**src/rtl/hmr_pkg.sv**
```systemverilog
package hmr_pkg;

    localparam int DATA_W    = 32;
    localparam int MSG_COUNT = 4;
    localparam int MSG_SEL_W = $clog2(MSG_COUNT);

    // word offsets (byte offset >> 2) of the mapped registers
    localparam logic [5:0] WOFF_IMSG0 = 6'h04;
    localparam logic [5:0] WOFF_IMSG1 = 6'h05;
    localparam logic [5:0] WOFF_OMSG0 = 6'h06;
    localparam logic [5:0] WOFF_OMSG1 = 6'h07;
    localparam logic [5:0] WOFF_IBELL = 6'h08;
    localparam logic [5:0] WOFF_ISTAT = 6'h09;
    localparam logic [5:0] WOFF_IMASK = 6'h0A;
    localparam logic [5:0] WOFF_OBELL = 6'h0B;
    localparam logic [5:0] WOFF_OSTAT = 6'h0C;
    localparam logic [5:0] WOFF_OMASK = 6'h0F;

    // inbound doorbell bit meanings
    localparam int IB_HANDSHAKE = 0;
    localparam int IB_REQ_HEAD  = 1;
    localparam int IB_STS_TAIL  = 2;
    localparam int IB_HOST_STOP = 3;
    localparam int IB_RESET     = 4;

    // outbound doorbell bit meanings
    localparam int OB_HANDSHAKE = 0;
    localparam int OB_REQ_TAIL  = 1;
    localparam int OB_STS_HEAD  = 2;
    localparam int OB_BUS_CHG   = 3;
    localparam int OB_EVENT     = 4;

    typedef enum logic [3:0] {
        RID_NONE,
        RID_IMSG0,
        RID_IMSG1,
        RID_OMSG0,
        RID_OMSG1,
        RID_IBELL,
        RID_ISTAT,
        RID_IMASK,
        RID_OBELL,
        RID_OSTAT,
        RID_OMASK
    } reg_id_e;

    typedef struct packed {
        logic              we;
        logic              re;
        reg_id_e           rid;
        logic [DATA_W-1:0] wdata;
    } host_req_t;

    function automatic reg_id_e decode_word(input logic [5:0] woff);
        reg_id_e r;
        case (woff)
            WOFF_IMSG0: r = RID_IMSG0;
            WOFF_IMSG1: r = RID_IMSG1;
            WOFF_OMSG0: r = RID_OMSG0;
            WOFF_OMSG1: r = RID_OMSG1;
            WOFF_IBELL: r = RID_IBELL;
            WOFF_ISTAT: r = RID_ISTAT;
            WOFF_IMASK: r = RID_IMASK;
            WOFF_OBELL: r = RID_OBELL;
            WOFF_OSTAT: r = RID_OSTAT;
            WOFF_OMASK: r = RID_OMASK;
            default:    r = RID_NONE;
        endcase
        return r;
    endfunction

    function automatic logic is_msg(input reg_id_e r);
        return (r == RID_IMSG0) || (r == RID_IMSG1) ||
               (r == RID_OMSG0) || (r == RID_OMSG1);
    endfunction

    function automatic logic [MSG_SEL_W-1:0] msg_slot(input reg_id_e r);
        logic [MSG_SEL_W-1:0] s;
        case (r)
            RID_IMSG1: s = MSG_SEL_W'(1);
            RID_OMSG0: s = MSG_SEL_W'(2);
            RID_OMSG1: s = MSG_SEL_W'(3);
            default:   s = MSG_SEL_W'(0);
        endcase
        return s;
    endfunction

    function automatic logic is_narrow(input reg_id_e r);
        return (r == RID_IBELL) || (r == RID_ISTAT) || (r == RID_IMASK) ||
               (r == RID_OBELL) || (r == RID_OSTAT) || (r == RID_OMASK);
    endfunction

endpackage

```
**src/rtl/hmr_bell.sv**
```systemverilog
module hmr_bell #(
    parameter int W = 5
) (
    input  logic         clk,
    input  logic         rst,
    input  logic [W-1:0] set_i,
    input  logic [W-1:0] clr_i,
    output logic [W-1:0] q
);

    always_ff @(posedge clk) begin
        if (rst) begin
            q <= '0;
        end else begin
            q <= (q & ~clr_i) | set_i;
        end
    end

    // a requested set is visible next cycle, even against a clear
    a_r5_set_dominates: assert property (@(posedge clk) disable iff (rst)
        (|set_i) |=> ((q & $past(set_i)) == $past(set_i)));

    // a clear with no competing set empties the bit
    a_r7_clear_takes: assert property (@(posedge clk) disable iff (rst)
        (|(clr_i & ~set_i)) |=> ((q & $past(clr_i & ~set_i)) == '0));

    // untouched bits keep their value
    a_r4_untouched_hold: assert property (@(posedge clk) disable iff (rst)
        1'b1 |=> ((q & ~$past(set_i | clr_i)) == ($past(q) & ~$past(set_i | clr_i))));

endmodule

```
**src/rtl/hmr_msg_bank.sv**
```systemverilog
module hmr_msg_bank
    import hmr_pkg::*;
(
    input  logic                             clk,
    input  logic                             rst,
    input  logic [MSG_COUNT-1:0]             h_we,
    input  logic [DATA_W-1:0]                h_wdata,
    input  logic                             lc_we,
    input  logic [MSG_SEL_W-1:0]             lc_sel,
    input  logic [DATA_W-1:0]                lc_wdata,
    output logic [MSG_COUNT-1:0][DATA_W-1:0] q
);

    for (genvar i = 0; i < MSG_COUNT; i++) begin : g_word
        logic lc_hit;
        assign lc_hit = lc_we && (lc_sel == MSG_SEL_W'(i));

        always_ff @(posedge clk) begin
            if (rst) begin
                q[i] <= '0;
            end else if (lc_hit) begin
                q[i] <= lc_wdata;
            end else if (h_we[i]) begin
                q[i] <= h_wdata;
            end
        end

        // a word with no writer holds its value
        a_r2_word_hold: assert property (@(posedge clk) disable iff (rst)
            (!h_we[i] && !lc_hit) |=> $stable(q[i]));

        // a lone host write lands
        a_r2_host_lands: assert property (@(posedge clk) disable iff (rst)
            (h_we[i] && !lc_hit) |=> (q[i] == $past(h_wdata)));
    end

    // the local write always lands, whatever the host does
    a_r3_local_wins: assert property (@(posedge clk) disable iff (rst)
        lc_we |=> (q[$past(lc_sel)] == $past(lc_wdata)));

endmodule

```
**src/rtl/hmr_host_port.sv**
```systemverilog
module hmr_host_port
    import hmr_pkg::*;
#(
    parameter int ADDR_W = 8,
    parameter int NBELL  = 5
) (
    input  logic                             clk,
    input  logic                             rst,
    input  logic                             h_we,
    input  logic                             h_re,
    input  logic [ADDR_W-1:0]                h_addr,
    input  logic [DATA_W-1:0]                h_wdata,
    input  logic [MSG_COUNT-1:0][DATA_W-1:0] msg_q,
    input  logic [NBELL-1:0]                 ibell_q,
    input  logic [NBELL-1:0]                 istat,
    input  logic [NBELL-1:0]                 imask_q,
    input  logic [NBELL-1:0]                 obell_q,
    input  logic [NBELL-1:0]                 ostat,
    input  logic [NBELL-1:0]                 omask_q,
    output host_req_t                        req,
    output logic [MSG_COUNT-1:0]             msg_we,
    output logic [NBELL-1:0]                 ibell_set,
    output logic [NBELL-1:0]                 obell_clr,
    output logic                             imask_we,
    output logic                             omask_we,
    output logic [DATA_W-1:0]                h_rdata
);

    localparam int PAD_W = DATA_W - NBELL;

    logic    in_window;
    reg_id_e rid_raw;

    if (ADDR_W > 8) begin : g_wide
        assign in_window = ~|h_addr[ADDR_W-1:8];
    end else begin : g_narrow
        assign in_window = 1'b1;
    end

    assign rid_raw   = decode_word(h_addr[7:2]);
    assign req.we    = h_we;
    assign req.re    = h_re;
    assign req.rid   = in_window ? rid_raw : RID_NONE;
    assign req.wdata = h_wdata;

    for (genvar i = 0; i < MSG_COUNT; i++) begin : g_mwe
        assign msg_we[i] = req.we && is_msg(req.rid) &&
                           (msg_slot(req.rid) == MSG_SEL_W'(i));
    end

    assign ibell_set = (req.we && req.rid == RID_IBELL) ? req.wdata[NBELL-1:0] : '0;
    assign obell_clr = (req.we && req.rid == RID_OBELL) ? req.wdata[NBELL-1:0] : '0;
    assign imask_we  = req.we && (req.rid == RID_IMASK);
    assign omask_we  = req.we && (req.rid == RID_OMASK);

    function automatic logic [DATA_W-1:0] widen(input logic [NBELL-1:0] v);
        return {{PAD_W{1'b0}}, v};
    endfunction

    logic [DATA_W-1:0] rd_mux;

    always_comb begin
        case (req.rid)
            RID_IMSG0, RID_IMSG1,
            RID_OMSG0, RID_OMSG1: rd_mux = msg_q[msg_slot(req.rid)];
            RID_IBELL:            rd_mux = widen(ibell_q);
            RID_ISTAT:            rd_mux = widen(istat);
            RID_IMASK:            rd_mux = widen(imask_q);
            RID_OBELL:            rd_mux = widen(obell_q);
            RID_OSTAT:            rd_mux = widen(ostat);
            RID_OMASK:            rd_mux = widen(omask_q);
            default:              rd_mux = '0;
        endcase
    end

    always_ff @(posedge clk) begin
        if (rst) begin
            h_rdata <= '0;
        end else if (req.re) begin
            h_rdata <= rd_mux;
        end
    end

    // unmapped reads return zero
    a_r10_unmapped_zero: assert property (@(posedge clk) disable iff (rst)
        (req.re && req.rid == RID_NONE) |=> (h_rdata == '0));

    // narrow registers never show upper bits
    a_r9_upper_clear: assert property (@(posedge clk) disable iff (rst)
        (req.re && is_narrow(req.rid)) |=> (h_rdata[DATA_W-1:NBELL] == '0));

    // read data holds between read strobes
    a_r2_rdata_hold: assert property (@(posedge clk) disable iff (rst)
        !req.re |=> $stable(h_rdata));

endmodule

```
**src/rtl/hostmsg_regfile.sv**
```systemverilog
module hostmsg_regfile #(
    parameter int ADDR_W = 8,
    parameter int NBELL  = 5
) (
    input  logic                                           clk,
    input  logic                                           rst,
    input  logic                                           h_we,
    input  logic                                           h_re,
    input  logic [ADDR_W-1:0]                              h_addr,
    input  logic [hmr_pkg::DATA_W-1:0]                     h_wdata,
    output logic [hmr_pkg::DATA_W-1:0]                     h_rdata,
    output logic                                           host_irq,
    input  logic                                           lc_msg_we,
    input  logic [hmr_pkg::MSG_SEL_W-1:0]                  lc_msg_sel,
    input  logic [hmr_pkg::DATA_W-1:0]                     lc_msg_wdata,
    output logic [hmr_pkg::MSG_COUNT*hmr_pkg::DATA_W-1:0]  lc_msg_rdata,
    output logic [NBELL-1:0]                               lc_ibell,
    input  logic [NBELL-1:0]                               lc_ibell_clr,
    output logic                                           lc_irq,
    input  logic [NBELL-1:0]                               lc_obell_set
);
    import hmr_pkg::*;

    logic [MSG_COUNT-1:0][DATA_W-1:0] msg_q;
    logic [MSG_COUNT-1:0]             msg_we;
    logic [NBELL-1:0]                 ibell_q, obell_q;
    logic [NBELL-1:0]                 ibell_set, obell_clr;
    logic [NBELL-1:0]                 imask_q, omask_q;
    logic [NBELL-1:0]                 istat, ostat;
    logic                             imask_we, omask_we;
    host_req_t                        req;

    hmr_host_port #(.ADDR_W(ADDR_W), .NBELL(NBELL)) u_port (
        .clk       (clk),
        .rst       (rst),
        .h_we      (h_we),
        .h_re      (h_re),
        .h_addr    (h_addr),
        .h_wdata   (h_wdata),
        .msg_q     (msg_q),
        .ibell_q   (ibell_q),
        .istat     (istat),
        .imask_q   (imask_q),
        .obell_q   (obell_q),
        .ostat     (ostat),
        .omask_q   (omask_q),
        .req       (req),
        .msg_we    (msg_we),
        .ibell_set (ibell_set),
        .obell_clr (obell_clr),
        .imask_we  (imask_we),
        .omask_we  (omask_we),
        .h_rdata   (h_rdata)
    );

    hmr_msg_bank u_msgs (
        .clk      (clk),
        .rst      (rst),
        .h_we     (msg_we),
        .h_wdata  (req.wdata),
        .lc_we    (lc_msg_we),
        .lc_sel   (lc_msg_sel),
        .lc_wdata (lc_msg_wdata),
        .q        (msg_q)
    );

    // inbound: host sets, local clears
    hmr_bell #(.W(NBELL)) u_ibell (
        .clk   (clk),
        .rst   (rst),
        .set_i (ibell_set),
        .clr_i (lc_ibell_clr),
        .q     (ibell_q)
    );

    // outbound: local sets, host clears
    hmr_bell #(.W(NBELL)) u_obell (
        .clk   (clk),
        .rst   (rst),
        .set_i (lc_obell_set),
        .clr_i (obell_clr),
        .q     (obell_q)
    );

    always_ff @(posedge clk) begin
        if (rst) begin
            imask_q <= '1;
            omask_q <= '1;
        end else begin
            if (imask_we) imask_q <= req.wdata[NBELL-1:0];
            if (omask_we) omask_q <= req.wdata[NBELL-1:0];
        end
    end

    assign istat        = ibell_q & ~imask_q;
    assign ostat        = obell_q & ~omask_q;
    assign lc_irq       = |istat;
    assign host_irq     = |ostat;
    assign lc_ibell     = ibell_q;
    assign lc_msg_rdata = msg_q;

    // an unmasked local event raises the host line next cycle
    a_r8_irq_follows_event: assert property (@(posedge clk) disable iff (rst)
        (!h_we && |(lc_obell_set & ~omask_q)) |=> host_irq);

    // an unmasked inbound bit keeps the local line up
    a_r6_local_irq_held: assert property (@(posedge clk) disable iff (rst)
        (!h_we && lc_ibell_clr == '0 && |(ibell_q & ~imask_q)) |=> lc_irq);

    // writes to unmapped or read-only offsets change nothing
    a_r10_inert_write: assert property (@(posedge clk) disable iff (rst)
        (h_we && (req.rid == RID_NONE || req.rid == RID_ISTAT || req.rid == RID_OSTAT) &&
         !lc_msg_we && lc_ibell_clr == '0 && lc_obell_set == '0)
        |=> ($stable(msg_q) && $stable(ibell_q) && $stable(obell_q) &&
             $stable(imask_q) && $stable(omask_q)));

    // out of reset nothing requests service
    a_r1_quiet_after_reset: assert property (@(posedge clk)
        rst |=> (!host_irq && !lc_irq && lc_ibell == '0));

endmodule

```
**config.mk**
```make
export PLATFORM = sky130hd
export DESIGN_NAME = hostmsg_regfile
export DESIGN_NICKNAME = d
export VERILOG_FILES = /design/src/rtl/hmr_pkg.sv /design/src/rtl/hmr_bell.sv /design/src/rtl/hmr_msg_bank.sv /design/src/rtl/hmr_host_port.sv /design/src/rtl/hostmsg_regfile.sv
export SDC_FILE = /design/constraint.sdc
export NUM_CORES = 1
export LEC_CHECK = 0
export BUFFER_PORTS_ARGS = -buffer_cell sky130_fd_sc_hd__buf_2
export CAP_MARGIN = 20
export CORE_MARGIN = 1
export CORE_UTILIZATION = 55
export CTS_CLUSTER_DIAMETER = 150
export DETAILED_ROUTE_END_ITERATION = 12
export PLACE_DENSITY = 0.84
export SLEW_MARGIN = 40
export SYNTH_ARGS = -nofsm -noshare
export SYNTH_HDL_FRONTEND = slang
export SYNTH_SLANG_ARGS = --single-unit
```
**constraint.sdc**
```tcl
create_clock -name clk -period 4.5 [get_ports clk]
set_input_delay 0.675 -clock clk [delete_from_list [all_inputs] [get_ports clk]]
set_output_delay 0.675 -clock clk [all_outputs]
set_load 0.01 [all_outputs]
```
==> results of run 1 <==
-- layout make-up --
cell class              count  area (µm²)
multi-input cells         726        5070
fillers                  1268        4960
flip-flops and latches    180        3600
repair buffers            275        1460
clock buffers              18         429
well taps                 216         270
clock inverters            14         149
inverters                  11        41.3
diodes                      3        7.51
-- final timing paths --
kind / to / slack (ns) / depth (start not counted)
worst max-delay path: u_port.h_rdata[2] / 1.28 / 11
worst min-delay path: u_obell.q[0] / 0.44 / 3
worst min register to register: u_port.h_rdata[8] / 0.46 / 2
worst max register to register: u_port.h_rdata[3] / 2.99 / 5
-- state kept, by name (all words and copies together), names as in the netlist --
name,cells
u_msgs.q,128
u_port.h_rdata,32
imask_q,5
omask_q,5
u_ibell.q,5
u_obell.q,5
-- routing by layer --
layer | vias up | track usage (%)
li1 | 4134 | -
met1 | 4225 | 43.4
met2 | 464 | 53.7
met3 | 68 | 6.60
met4 | 0 | 14.9
met5 | - | 0
-- logic make-up after synthesis --
family	Yosys count
AO/OA/AOI/OAI	278
XOR/XNOR	3
adder cells (fa/ha/maj)	3
buffers and inverters	97
flip-flops	180
multiplexers	165
AND/OR/NAND/NOR	277
-- report_power, final --
group | leakage (nW) | internal (mW) | switching [mW]
combinational | 3.19 | 0.234 | 0.361
clock | 0.279 | 0.782 | 0.687
sequential | 1.47 | 1.67 | 0.0645
-- worst register-to-register path: stages (launching register included) --
cell and delay (ns):
dfxtp_1 0.33, or3_1 0.40, a2111oi_2 0.38, o21ai_1 0.11
a21oi_1 0.13, a41o_1 0.10
-- layout by cell type, fill, tap and decap left out, types with 4 or more instances in the layout --
master and count:
a211oi_1 129, a21oi_1 41, a22oi_1 4, buf_2 252, buf_4 20, clkbuf_16 17, dfxtp_1 180, inv_1 11
mux2i_1 162, nand2_1 66, nand3_1 16, nor2_1 145, nor2b_1 12, nor3_1 4, o211ai_1 5, o21ai_0 9
o21ai_1 7, o21bai_1 26, o221ai_1 30
-- stage by stage --
stage	util, %	total power, mW	worst slack, ns
after floorplan	-	2.12	1.77
after global placement	65.2	2.34	0.934
after detailed placement	65.3	2.36	0.868
after CTS	68.9	3.80	1.31
after global routing	68.9	3.94	1.10
final	69.0	3.80	1.28
==> metrics, run 1 <==
status=completed; Lkg Pwr=4.94 nW; Synth async-reset ratio=0%; Tmin final=3.22 ns; core area=0.0160 mm²; Final Hold Vio Count=0; DR top layer=met4; Post-synth EDFFs=0; CTS sink cnt=180; Max Buffers Root-to-Sink=2; first-pass GRT wire length=43.7 mm; gpl congestion=0.933; #FFs+latches synth=180; cell mode on critical path=inv_1; Total Wirelength=28.8 mm; hold crit path type=primary input to flip-flop; DR pass1 iterations=5; crit-path leading delay family=buffers and inverters; Row Count=46; synthesized netlist cell count=1003; Startpoint Class=primary input; Worst EP required=4.78 ns; clk slew on worst S/H paths=0.07 ns; vias in the first global route=8082; drt wl/cell=20.0 µm; area delta synth->final=21.4%; clock root cell=clkbuf_16; layout cell share with drive strength beyond 1=27.1%; setup violation total in the final timing report=0; Synth top cells by count=dfxtp_1 (180), mux2i_1 (162), nor2_1 (146); # hold bufs at CTS=0; number of top-level pins=256; cells along the critical path=buf_2, inv_1, ha_1, mux2_2, a22o_1, xnor2_1, and3_2, buf_4, inv_1, o221ai_1, o2111ai_1; PD cells=344 mW/mm²; Ys Warns=0; Worst slew margin=47.0%; Critical Path End Type=flip-flop; Hold Startpoint=lc_obell_set[0]; Die Ht=131 µm; CP max-delay cell=and3_2; multiplexer share of the synthesized area=18.4%; number of DRC markers in iteration 0=840; Non-Filler Instances=1443; worst r2r src=imask_q[3]; Final nets=1303; Worst EP arrival=3.50 ns; antenna violations before repair=1; WP buf/inv=4; post-synth cell types=62; RSZ-0062 raised after global routing=no; worst hold slack=0.442 ns; Overflow after GRT=0; H-tree levels=4; Adder-Cell Fraction of Synth Area=0.413%; Max Cap Viol=0; antenna-violating nets left=0; dpl cell area=0.0105 mm²; GRT Util Overall=33.4%; M1 WL=11.9 mm; Slew Limit Fails=0; Post-CTS Setup Bufs=0; clk_lat worst skew=0.44 ns; largest family of logic cells by synthesized area=compound AO/OA/AOI/OAI gates; post-CTS sizing=0; Die W=131 µm; Peak VDD IR=0.306 mV; DR DRC count=0; CTS buffer count=17; clk_skew=0.00964 ns; Detailed Place HPWL=18.9 mm; Slew @ Worst Pin=0.795 ns; count leader, synth=dfxtp_1; top cell type's share of synthesized area=39.6%; syn nets=1095; predominant post-synthesis flop cell=dfxtp_1; main area contributors after synthesis=dfxtp_1 (40%), mux2i_1 (18%), a211oi_1 (11%); final non-filler cell area=0.0110 mm²; routed wl met2=13.7 mm; Synth Area in Compound Gates=22.6%; Synth Area in XOR/XNOR=0.289%; CP Launch Point=h_addr[2]; register area share after synthesis=39.6%; CP Max Fanout=14; Mapped Area=0.00909 mm²; fmax=311 MHz; Max stage delay on crit path=0.55 ns; DR vias=8891; Vias/cell=6.16; Synth Area in Simple Gates=13.8%; Final Cycle Share=71.4%; met3 routed WL=2.40 mm; CTS tree=yes; largest net degree at the start of global routing=74; Starting Density=56.8%; Synth area leader=dfxtp_1; Port Buffers=253; Setup TNS=0 ns; Placed Instances=1408; Die Footprint=0.0170 mm²; Syn Area/Cell=9.06 µm²; WS Path Type=primary input to flip-flop
Note: power is estimated with default switching activity, not from simulation.
==> run 2, diff against run 1 <==
Settings changed: CORE_UTILIZATION 55 to 48, PLACE_DENSITY 0.84 to 0.77.
Clock period 4.5 ns to 2.8 ns, I/O delays scaled along.
==> run 2 against run 1 <==
  * Die area rose by 14%
  * Highest routed layer unchanged
  * Global-route usage fell by 2.1 points
  * Largest power group unchanged
  * Final area rose by 3.0%
  * Sequential share of layout area fell by 0.96 points
  * Critical endpoint is now u_msgs.q[46]
==> metrics, run 2 (synthesis results as in run 1) <==
status=completed (unchanged); antenna violations before repair=3 (was 1); clk slew on worst S/H paths=0.08 ns (was 0.07 ns); Biggest register=u_msgs.q (unchanged); max reg flops=128 (unchanged); DR DRC count=0 (unchanged); Clk pwr share=40.1% (was 38.6%); Lkg Pwr=5.10 nW (was 4.94 nW); CTS tree=yes (unchanged); clk_lat worst skew=0.43 ns (was 0.44 ns); Final Cycle Share=83.4%; switching power total=1.80 mW (was 1.11 mW); Port Buffers=253 (unchanged); largest registers=u_msgs.q (128), u_port.h_rdata (32) (unchanged); cell mode on critical path=buf_4 (was inv_1); most frequent cells in the layout=buf_2 (252), dfxtp_1 (180), mux2i_1 (162), nor2_1 (145), a211oi_1 (129) (unchanged); # hold bufs at CTS=0 (unchanged); met3 routed WL=2.03 mm (was 2.40 mm); WP buf/inv=5 (was 4); DR vias=8834 (was 8891); GRT Util Overall=31.3% (was 33.4%); Peak VDD IR=0.475 mV (was 0.306 mV); DR top layer=met4 (unchanged); Worst slew margin=48.9% (was 47.0%); Die W=140 µm (was 131 µm); Total Wirelength=30.0 mm (was 28.8 mm); cells along the critical path=buf_2, buf_4, ha_1, and3b_1, o21ai_1, buf_4, nand3_1, buf_4, o21ai_4, buf_12, nor2_1, a211oi_1 (was buf_2, inv_1, ha_1, mux2_2, a22o_1, xnor2_1, and3_2, buf_4, inv_1, o221ai_1, o2111ai_1); Max Buffers Root-to-Sink=2 (unchanged); CTS buffer count=17 (unchanged); Starting Density=49.7% (was 56.8%); reg2reg setup slack=1.27 ns (was 2.99 ns); Detailed Place HPWL=20.0 mm (was 18.9 mm); Max Cap Viol=0 (unchanged); gpl congestion=0.915 (was 0.933); Post-CTS Setup Bufs=0 (unchanged); number of top-level pins=256 (unchanged); DR pass1 iterations=5 (unchanged); antenna-violating nets left=0 (unchanged); crit-path leading delay family=buffers and inverters (unchanged); number of DRC markers in iteration 0=678 (was 840); fmax=428 MHz; vias in the first global route=8644 (was 8082); H-tree levels=4 (unchanged); Slew @ Worst Pin=0.767 ns (was 0.795 ns); drt wl/cell=20.3 µm (was 20.0 µm); first-pass GRT wire length=47.8 mm (was 43.7 mm); Tmin final=2.33 ns; worst r2r src=imask_q[3] (unchanged); core area=0.0183 mm² (was 0.0160 mm²); Sw Ratio=28.4% (was 29.3%); Gate power share=15.7% (about the same); CP Max Fanout=48 (was 14); largest net degree at the start of global routing=99 (was 74); routed wl met2=14.2 mm (was 13.7 mm); commonest non-fill, non-tap cell in the layout=buf_2 (unchanged); CP Launch Point=h_addr[2] (unchanged); internal power=4.52 mW (was 2.69 mW); setup violation total in the final timing report=0 (unchanged); Final Hold Vio Count=0 (unchanged); Max stage delay on crit path=0.27 ns (was 0.55 ns); Vias/cell=5.98 (was 6.16); WS Path Type=primary input to flip-flop (unchanged); Slew Limit Fails=0 (unchanged); Final nets=1325 (was 1303); M1 WL=12.8 mm (was 11.9 mm); Row Count=49 (was 46); Overflow after GRT=0 (unchanged); Die Ht=140 µm (was 131 µm); PD cells=556 mW/mm² (was 344 mW/mm²); area delta synth->final=25.1% (was 21.4%); Critical Path End Type=flip-flop (unchanged); CP max-delay cell=ha_1 (was and3_2); sequential share of power=44.2% (was 45.7%); RSZ-0062 raised after global routing=no (unchanged); clk_skew=0.00813 ns (was 0.00964 ns); Setup TNS=0 ns (unchanged); total chip power=6.32 mW (was 3.80 mW); hold crit path type=primary input to flip-flop (unchanged); CTS sink cnt=180 (unchanged); Worst EP arrival=2.67 ns (was 3.50 ns); Hold Startpoint=lc_obell_set[1] (was lc_obell_set[0]); post-CTS sizing=0 (unchanged); clock root cell=clkbuf_16 (unchanged); Startpoint Class=primary input (unchanged); layout cell share with drive strength beyond 1=28.4% (was 27.1%); Die Footprint=0.0195 mm² (was 0.0170 mm²); Worst EP required=3.13 ns (was 4.78 ns)
run 2: changes by cell type in the layout (fill, tap and decap cells not counted), sizes merged:
| cell | delta |
|---|---|
| inv | +1 |
| clkbuf | -1 |
| bufinv | +2 |
| clkinv | -3 |
| buf | +22 |
| clkinvlp | +1 |
run 2: stage by stage:
step	area [µm²]	setup WS, ns	util (%)	hold WS [ns]	cells
6_report	11400	0.465	62.2	0.192	1478
5_1_grt	11400	0.337	62.2	0.191	1477
3_5_place_dp	10700	0.0533	58.8	0.443	1443
2_1_floorplan	9090	0.323	-	0.464	1003
4_1_cts	11400	0.488	62.2	0.182	1475
3_3_place_gp	10700	0.120	58.8	0.439	1443
run 2: path summary, 6_finish.rpt:
check	to	cells past startpoint
worst max-delay path	u_msgs.q[46]	12
worst min-delay path	u_obell.q[1]	3
worst max register to register	u_port.h_rdata[3]	5
worst min register to register	u_port.h_rdata[9]	2
run 2: layout make-up:
| type | count | area (µm²) |
|---|---|---|
| Tap cell | 229 | 287 |
| Clock inverter | 15 | 193 |
| Clock buffer | 17 | 425 |
| Inverter | 11 | 41.3 |
| Timing Repair Buffer | 297 | 1740 |
| Sequential cell | 180 | 3600 |
| Antenna cell | 3 | 7.51 |
| Fill cell | 1603 | 6900 |
| Multi-Input combinational cell | 726 | 5070 |
run 2: worst register-to-register path: stages, from the launching register on:
cell	delay (ns)
dfxtp_1	0.34
or3_1	0.39
a2111oi_2	0.39
o21ai_1	0.12
a21oi_1	0.14
a41o_1	0.10
run 2: metal layers:
metal  global-route usage, %  vias up
li1                        -     4175
met1                    39.8     4172
met2                    51.9      421
met3                    5.20       66
met4                    14.9        0
met5                       0        -
run 2: power groups by stage:
stage          Clock (mW)  Combinational, mW  Sequential [mW]
2_1_floorplan           0              0.528             2.88
3_3_place_gp            0              0.960             2.85
3_5_place_dp            0              0.981             2.85
4_1_cts              2.56              0.987             2.79
5_1_grt              2.67               1.08             2.81
6_report             2.53              0.994             2.79
